`config.mk`:
```
export PLATFORM = sky130hd
export DESIGN_NAME = lane_rst_seq
export DESIGN_NICKNAME = d
export VERILOG_FILES = /design/src/rtl/lrs_pkg.sv /design/src/rtl/lrs_timer.sv /design/src/rtl/lrs_pcs_pulse.sv /design/src/rtl/lane_rst_seq.sv
export SDC_FILE = /design/constraint.sdc
export NUM_CORES = 1
export LEC_CHECK = 0
export BUFFER_PORTS_ARGS = -buffer_cell sky130_fd_sc_hd__buf_2
export CORE_UTILIZATION = 50
export CTS_CLUSTER_DIAMETER = 40
export CTS_CLUSTER_SIZE = 14
export DETAILED_ROUTE_END_ITERATION = 7
export GPL_TIMING_DRIVEN = 0
export MAX_ROUTING_LAYER = met4
export PLACE_DENSITY = 0.82
export SYNTH_ARGS = -nofsm -noshare
export SYNTH_HDL_FRONTEND = slang
export SYNTH_SLANG_ARGS = --single-unit
```
`constraint.sdc`:
```
create_clock -name clk -period 2.2 [get_ports clk]
set_input_delay 0.44 -clock clk [delete_from_list [all_inputs] [get_ports clk]]
set_output_delay 0.44 -clock clk [all_outputs]
set_load 0.005 [all_outputs]
```
`src/rtl/lrs_pkg.sv`:
```
package lrs_pkg;
    typedef enum logic [3:0] {
        SQ_IDLE, SQ_HOLD, SQ_W1, SQ_W2, SQ_W3, SQ_W4, SQ_W5, SQ_W6, SQ_READY
    } sq_state_e;

    typedef enum logic {
        PC_IDLE, PC_LOW
    } pc_state_e;

    localparam int unsigned NUM_LANES  = 4;
    localparam int unsigned NUM_PAIRS  = 2;
    localparam int unsigned PAIR_STEPS = 3;
endpackage

```
`src/rtl/lrs_timer.sv`:
```
module lrs_timer #(
    parameter int unsigned LIMIT = 16
) (
    input  logic clk,
    input  logic rst,
    input  logic clear,
    output logic expired
);
    localparam int unsigned CW = (LIMIT > 1) ? $clog2(LIMIT) : 1;

    logic [CW-1:0] cnt;

    always_ff @(posedge clk) begin
        if (rst || clear) cnt <= '0;
        else              cnt <= cnt + 1'b1;
    end

    assign expired = (cnt == CW'(LIMIT - 1));
endmodule

```
`src/rtl/lrs_pcs_pulse.sv`:
```
module lrs_pcs_pulse
    import lrs_pkg::*;
#(
    parameter int unsigned PULSE_CYC = 2000
) (
    input  logic clk,
    input  logic rst,
    input  logic trig,
    output logic rst_n_o
);
    pc_state_e st, st_nx;
    logic      exp_w;

    lrs_timer #(.LIMIT(PULSE_CYC)) u_tmr (
        .clk     (clk),
        .rst     (rst),
        .clear   ((st == PC_IDLE) || exp_w),
        .expired (exp_w)
    );

    always_ff @(posedge clk) begin
        if (rst) st <= PC_LOW;
        else     st <= st_nx;
    end

    always_comb begin
        st_nx = st;
        unique case (st)
            PC_IDLE: if (trig)  st_nx = PC_LOW;
            PC_LOW:  if (exp_w) st_nx = PC_IDLE;
            default: st_nx = PC_LOW;
        endcase
    end

    assign rst_n_o = (st == PC_IDLE);

    assert_pcs_release_on_expiry_R5: assert property (@(posedge clk) disable iff (rst)
        $rose(rst_n_o) |-> $past(exp_w));
    assert_pcs_retrigger_ignored_R5: assert property (@(posedge clk) disable iff (rst)
        (!rst_n_o && !exp_w && trig) |=> !rst_n_o);
endmodule

```
`src/rtl/lane_rst_seq.sv`:
```
module lane_rst_seq
    import lrs_pkg::*;
#(
    parameter int unsigned STEP_CYC = 1500,
    parameter int unsigned PCS_CYC  = 2000,
    parameter int unsigned CFG_W    = 4
) (
    input  logic                           clk,
    input  logic                           rst,
    input  logic                           start,
    input  logic                           pcs_start,
    input  logic [NUM_LANES*CFG_W-1:0]     cfg_in,
    output logic [NUM_LANES*CFG_W-1:0]     cfg_out,
    output logic [NUM_LANES-1:0]           pwrdn,
    output logic [NUM_PAIRS-1:0]           pll_rst,
    output logic [NUM_LANES-1:0]           lane_rst,
    output logic                           busy,
    output logic                           done,
    output logic                           pcs_rst_n
);
    sq_state_e state, state_nx;
    logic      busy_st;
    logic      step_exp;
    logic      done_q;
    logic [2:0] rel_lvl;

    assign busy_st = (state != SQ_IDLE) && (state != SQ_READY);

    lrs_timer #(.LIMIT(STEP_CYC)) u_step_tmr (
        .clk     (clk),
        .rst     (rst),
        .clear   (!busy_st || step_exp),
        .expired (step_exp)
    );

    lrs_pcs_pulse #(.PULSE_CYC(PCS_CYC)) u_pcs (
        .clk     (clk),
        .rst     (rst),
        .trig    (pcs_start),
        .rst_n_o (pcs_rst_n)
    );

    // State register
    always_ff @(posedge clk) begin
        if (rst) state <= SQ_IDLE;
        else     state <= state_nx;
    end

    // Transitions
    always_comb begin
        state_nx = state;
        unique case (state)
            SQ_IDLE, SQ_READY: if (start)    state_nx = SQ_HOLD;
            SQ_HOLD:           if (step_exp) state_nx = SQ_W1;
            SQ_W1:             if (step_exp) state_nx = SQ_W2;
            SQ_W2:             if (step_exp) state_nx = SQ_W3;
            SQ_W3:             if (step_exp) state_nx = SQ_W4;
            SQ_W4:             if (step_exp) state_nx = SQ_W5;
            SQ_W5:             if (step_exp) state_nx = SQ_W6;
            SQ_W6:             if (step_exp) state_nx = SQ_READY;
            default:           state_nx = SQ_IDLE;
        endcase
    end

    // Outputs: number of groups released so far
    always_comb begin
        rel_lvl = 3'd0;
        unique case (state)
            SQ_IDLE, SQ_HOLD: rel_lvl = 3'd0;
            SQ_W1:            rel_lvl = 3'd1;
            SQ_W2:            rel_lvl = 3'd2;
            SQ_W3:            rel_lvl = 3'd3;
            SQ_W4:            rel_lvl = 3'd4;
            SQ_W5:            rel_lvl = 3'd5;
            SQ_W6, SQ_READY:  rel_lvl = 3'd6;
            default:          rel_lvl = 3'd0;
        endcase
    end

    for (genvar p = 0; p < NUM_PAIRS; p++) begin : g_pair
        localparam int unsigned BASE = p * PAIR_STEPS;
        assign pwrdn[2*p +: 2]    = (32'(rel_lvl) >= BASE + 1) ? 2'b00 : 2'b11;
        assign pll_rst[p]         = (32'(rel_lvl) <  BASE + 2);
        assign lane_rst[2*p +: 2] = (32'(rel_lvl) >= BASE + 3) ? 2'b00 : 2'b11;
    end

    always_ff @(posedge clk) begin
        if (rst) done_q <= 1'b0;
        else     done_q <= (state == SQ_W6) && step_exp;
    end

    assign busy    = busy_st;
    assign done    = done_q;
    assign cfg_out = cfg_in;

    assert_step_hold_R4: assert property (@(posedge clk) disable iff (rst)
        (busy_st && !step_exp) |=> $stable(state));
    assert_start_ignored_R6: assert property (@(posedge clk) disable iff (rst)
        (state inside {SQ_W1, SQ_W2, SQ_W3, SQ_W4, SQ_W5, SQ_W6} && start) |=> state != SQ_HOLD);
    assert_done_single_R7: assert property (@(posedge clk) disable iff (rst)
        done |=> !done);
    assert_last_release_order_R3: assert property (@(posedge clk) disable iff (rst)
        $fell(lane_rst[3]) |-> (pwrdn == 4'h0 && pll_rst == 2'b00 && lane_rst[1:0] == 2'b00));
    assert_pll_after_power_R3: assert property (@(posedge clk) disable iff (rst)
        $fell(pll_rst[0]) |-> (pwrdn[1:0] == 2'b00 && lane_rst[1:0] == 2'b11));
endmodule

```
# Yosys cells after proc, flatten, opt, wreduce, memory -nomap -nowiden
# Memory sizes are Yosys's and may differ from the RTL's. A register that Yosys moved wholly into a read port is not among the register bits.
# Cells that the tools add are included.
[classes]
bitwise = 1
muxes = 18
n_lt_le_gt_ge = 6
n_reduce_logical = 11
n_addsub = 2
n_eq_ne = 19
shifts = 0
div = 0
n_mul = 0
[op_table]
columns = ["cell", "n"]
rows = [
  ["4-bit 2-to-1 mux", 10],
  ["4-bit case mux with 8 select lines", 1],
  ["11-bit by 1-bit adder with 11-bit output (second input constant)", 2],
  ["11-bit equality test (second input constant)", 2],
  ["4-bit by 3-bit equality test with 1-bit output (second input constant)", 4],
  ["2-bit != test (second input constant)", 8],
  ["4-bit by 2-bit equality test with 1-bit output (second input constant)", 2],
  ["2-bit 2-to-1 mux", 4],
  ["8-bit AND reduction", 1],
  ["3-bit >= comparator (second input constant)", 2],
  ["4-bit by 1-bit equality test with 1-bit output (second input constant)", 1],
  ["4-bit equality test (second input constant)", 1],
  ["4-bit logical NOT", 1],
  ["1-bit logical OR", 4],
  ["4-bit != test (second input constant)", 1],
  ["4-bit nonzero test", 1],
  ["3-bit by 1-bit >= comparator with 1-bit output (second input constant)", 1],
  ["3-bit by 2-bit >= comparator with 1-bit output (second input constant)", 1],
  ["3-bit by 2-bit < comparator with 1-bit output (second input constant)", 1],
  ["3-bit < comparator (second input constant)", 1],
  ["1-bit logical AND", 2],
  ["1-bit 2-to-1 mux", 2],
  ["1-bit case mux with 2 select lines", 1],
  ["2-bit OR reduction", 1],
  ["2 further kinds", 2],
]
[word_totals]
ramBits = 0
latchBits = 0
ff_bits = 28
out_inout_bits = 29
word_cells = 63
rom_bits = 48
n_memories = 1
[memory_table]
columns = ["name", "words", "word_bits", "rd", "rd_ports_with_merged_regs", "write_ports", "line_no", "source"]
rows = [
  ["(no name shown)", 16, 3, 1, 1, 0, "lane_rst_seq.sv:68", "unique case (state)"],
]

# Logic depth before layout (Yosys ltp)
[logic_depth]
ltp_word = 6
ltp_mapped = 9
depth_no_buf = 9

# Modules after synthesis
# A second synthesis with hierarchy kept.
[unflattened]
hier_cells = 185
area_unflattened_um2 = 1666.6
[by_module_without_submodules]
columns = ["module", "cells_each", "instances", "area_each_um2"]
rows = [
  ["lane_rst_seq", 73, 1, 620.6],
  ["lrs_timer (u_step_tmr)", 54, 1, 520.5],
  ["lrs_timer (u_pcs.u_tmr)", 53, 1, 481.7],
  ["lrs_pcs_pulse", 5, 1, 43.8],
]

# Least setup slack after synthesis
# OpenSTA, ideal clock, no wires.
[synth_timing]
path_kind = "register to register"
from = "register u_step_tmr.cnt[0]"
to = "register, netlist name rel_lvl[1]"
arrival_ps = 1904
slack_ps = 209
stages_incl_launch_ff = 9
required_ps = 2114
path_cell_list = "dfxtp_1 -> ha_1 -> nand2_1 -> nor3_1 -> mux2i_1 -> o21ai_0 -> nor2b_1 -> ha_1 -> a221oi_2"
[synth_between]
elab_chain_len = 5
word_cells_on_any_way = 11
cone_classes = "eq/ne: 8; mux: 2; reduce/logical: 1"
[synth_lines]
columns = ["item", "line_no", "source"]
rows = [
  ["start: declaration", "lrs_timer.sv:11", "logic [CW-1:0] cnt;"],
  ["start signal: assignment", "lrs_timer.sv:15", "else cnt <= cnt + 1'b1;"],
  ["11-bit equality test *", "lrs_timer.sv:18", "assign expired = (cnt == CW'(LIMIT - 1));"],
  ["2-bit != test (no line)", "--", ""],
  ["8-bit AND reduction (no line) *", "--", ""],
  ["4-bit 2-to-1 mux (no line) * (2 in series)", "--", ""],
]
# Every way passes the cells marked *; elsewhere a longest branch is shown, timed or not.
# A chain may end at the register's enable or synchronous reset.

# Final worst setup path
[layout_timing]
from = "register u_step_tmr.cnt[0]"
to = "register, netlist name rel_lvl[1]"
[layout_between]
elab_chain_len = 5
word_cells_on_any_way = 11
cone_classes = "eq/ne: 8; mux: 2; reduce/logical: 1"
[layout_lines]
columns = ["item", "line_no"]
rows = [
  ["11-bit equality test *", "lrs_timer.sv:18"],
  ["2-bit != test (no line)", "--"],
  ["8-bit AND reduction (no line) *", "--"],
  ["4-bit 2-to-1 mux (no line) * (2 in series)", "--"],
]
# Marks and branches as above.

==> impl_results.md <==
- Pwr Density: 629 mW/mm^2
- Slew headroom: 0.680
- Critical Path RT: 2.47 ns
- R2r setup slk: 0.14 ns
- CP Class: flip-flop to flip-flop
- Pre-antenna DRT Iters: 4
- TritonCTS clock tree: yes
- Final setup skew: 0.0192 ns
- Max Cap Violations: 0
- Status: complete, no violations
- Row count: 20
- CP Max Fanout: 5
- Critical path arrival: 2.33 ns
- Synth-to-Final Area Change: 21.0%
- Clk sinks: 31
- Seq/Total Area, Yosys: 0.389
- Global-route wire length before repair: 4.06 mm
- Hold_buf cts: 0
- Post-DP HPWL: 1.85 mm
- Die area: 0.00342 mm^2
- Post-Syn Instances: 180
- CP endpoint kind: flip-flop
- Most common cell after layout, fill and taps aside: buf_2
- Cts bufs inserted: 5
- # Post-CTS Setup Buffers: 0
- CTS H-tree lvls: 2
- Starting Density: 0.523
- Fin. max-slew vios: 0
- Dpl ws: 0.00545 ns
- Tcrit/Tclk final: 0.939
- GRT met1 Usage: 0.199
- Setup WS post-layout: 0.135 ns
- Overall routing resource usage: 0.165
- CTS clock-pin slew for the worst setup and hold paths: 0.11 ns
- Met2 Track Usage GR: 0.238
- Vias after detailed routing: 1235
- Vias per inst: 4.68
- Ports: 49
- WL per Instance: 9.50 um
- Initial antenna violation count: 0
- Yosys reg bits: 31
- Routed Antenna Nets: 0
- Max Root-Sink Buffers: 2
- Antenna cells: 0
- Maximum vdd drop: 0.384 mV
- Leak Pwr: 0.000835 uW
- GP Congestion: 0.768
- Final wirelength: 2.51 mm
- DRT iter0 DRCs: 40
- RSZ-0062 raised after global routing: no
- EDFF count, synth: 0
- Syn_area_per_cell: 8.87 um^2
- CTS Root Cell: clkbuf_4
- Final-report hold violation count: 0
- Synthesized Nets: 206
- Post-synth ARST share: 0
- Least-Margin Pin Slew: 0.476 ns
- Highest Clock Rate: 0.484 GHz
- Synth Flop Type: dfxtp_1
- PortBufs: 32
- Total congestion overflow: 0
- Worst-Skew Late Latency: 0.35 ns
- Util after Layout: 0.633
- Post-cts sizing count: 1
- DRC errors left: 0
- Die height: 58.5 um
- Final net count: 245
- Tmin final: 2.06 ns
- Layout cells sized above 1: 0.314
- Synth unique cells: 35
- Ys Warns: 0
- Vias in the first global route: 993
- Die Wd: 58.5 um
- Met3 track demand over resource: 0.0527
- Startpoint Class: flip-flop
- Mapped cell area: 0.00160 mm^2
- Largest net degree at the start of global routing: 11
- Worst hold path class: primary input to flip-flop
- GRT Max-Usage Layer: met2
- Commonest non-fill, non-tap cells in the layout: 32 x buf_2, 31 x dfxtp_1, 30 x nor2_1
- Final setup viols: 0
- Core Box Area: 0.00305 mm^2
## critical path, stage by stage, from the launching register on
cell	delay [ns]
dfxtp_1	0.37
ha_2	0.23
nand2_1	0.10
nor3_4	0.22
mux2i_1	0.24
o21ai_0	0.14
nor2b_1	0.16
ha_1	0.31
a221oi_2	0.24
## cells by family (layout without fill, tap and decap cells)
| logic type | after synthesis | in the layout | synth area share |
|---|---|---|---|
| fa+ha+maj | 6 | 6 | 0.0470 |
| buf+inv | 32 | 72 | 0.122 |
| xor+xnor | 19 | 19 | 0.104 |
| simple gates | 80 | 80 | 0.263 |
| mux | 2 | 2 | 0.0125 |
| flops | 31 | 31 | 0.389 |
| compound gates | 10 | 10 | 0.0627 |
## metal layers
layer / vias up / share of wire
met5: - / 0
met4: 0 / 0.026
met3: 8 / 0.065
met2: 40 / 0.44
met1: 530 / 0.47
li1: 657 / -
## worst paths after layout
path,cells after the start,from,end
setup / recovery,8,u_step_tmr.cnt[0]$_SDFF_PP0_,rel_lvl[1]$_DFF_P_
hold / removal,2,rst,state[0]$_SDFFE_PP0N_
setup reg to reg,8,u_step_tmr.cnt[0]$_SDFF_PP0_,rel_lvl[1]$_DFF_P_
hold reg to reg,1,u_step_tmr.cnt[0]$_SDFF_PP0_,u_step_tmr.cnt[0]$_SDFF_PP0_
## through the flow
step	cells	cell area [um^2]	hold slack (ns)	power, uW	setup TNS, ns
3_5_place_dp	256	1810	0.445	676	0
4_1_cts	264	1920	0.364	1220	0
3_3_place_gp	256	1810	0.432	674	-0.0440
6_report	264	1930	0.373	1220	0
5_1_grt	264	1930	0.370	1250	0
2_1_floorplan	180	1600	0.418	647	0
## synth_stat cells, types with 2 or more instances
library cell	count	share of area
dfxtp_1	31	0.39
nor2_1	30	0.071
buf_4	20	0.094
xor2_1	13	0.071
inv_1	10	0.024
nand2_1	10	0.024
nand3_1	8	0.025
and3_1	6	0.024
ha_1	6	0.047
xnor2_1	6	0.033
nand4_1	5	0.020
nor3_1	5	0.016
nor2b_1	3	0.012
clkbuf_1	2	0.0047
mux2i_1	2	0.013
nand2b_1	2	0.0078
o21ai_0	2	0.0063
or2_2	2	0.0078
## layout make-up
| cell class | count | area, um^2 |
|---|---|---|
| Buffer | 22 | 158 |
| Clock buffer | 6 | 41.3 |
| Clock inverter | 2 | 60.1 |
| Fill cell | 268 | 1120 |
| Inverter | 10 | 37.5 |
| Multi-Input combinational cell | 117 | 800 |
| Sequential cell | 31 | 621 |
| Tap cell | 44 | 55.1 |
| Timing Repair Buffer | 32 | 160 |
## registers in the layout (all words and copies together), names as in the netlist
register / cells
done: 1
rel_lvl: 3
state: 4
u_pcs.st: 1
u_pcs.u_tmr.cnt: 11
u_step_tmr.cnt: 11
## report_power, final
| part | switching (uW) | internal, uW | total (uW) |
|---|---|---|---|
| Clock | 199 | 355 | 554 |
| Combinational | 37.5 | 45.6 | 83.1 |
| Sequential | 9.91 | 569 | 579 |
Note: power is estimated with default switching activity, not from simulation.
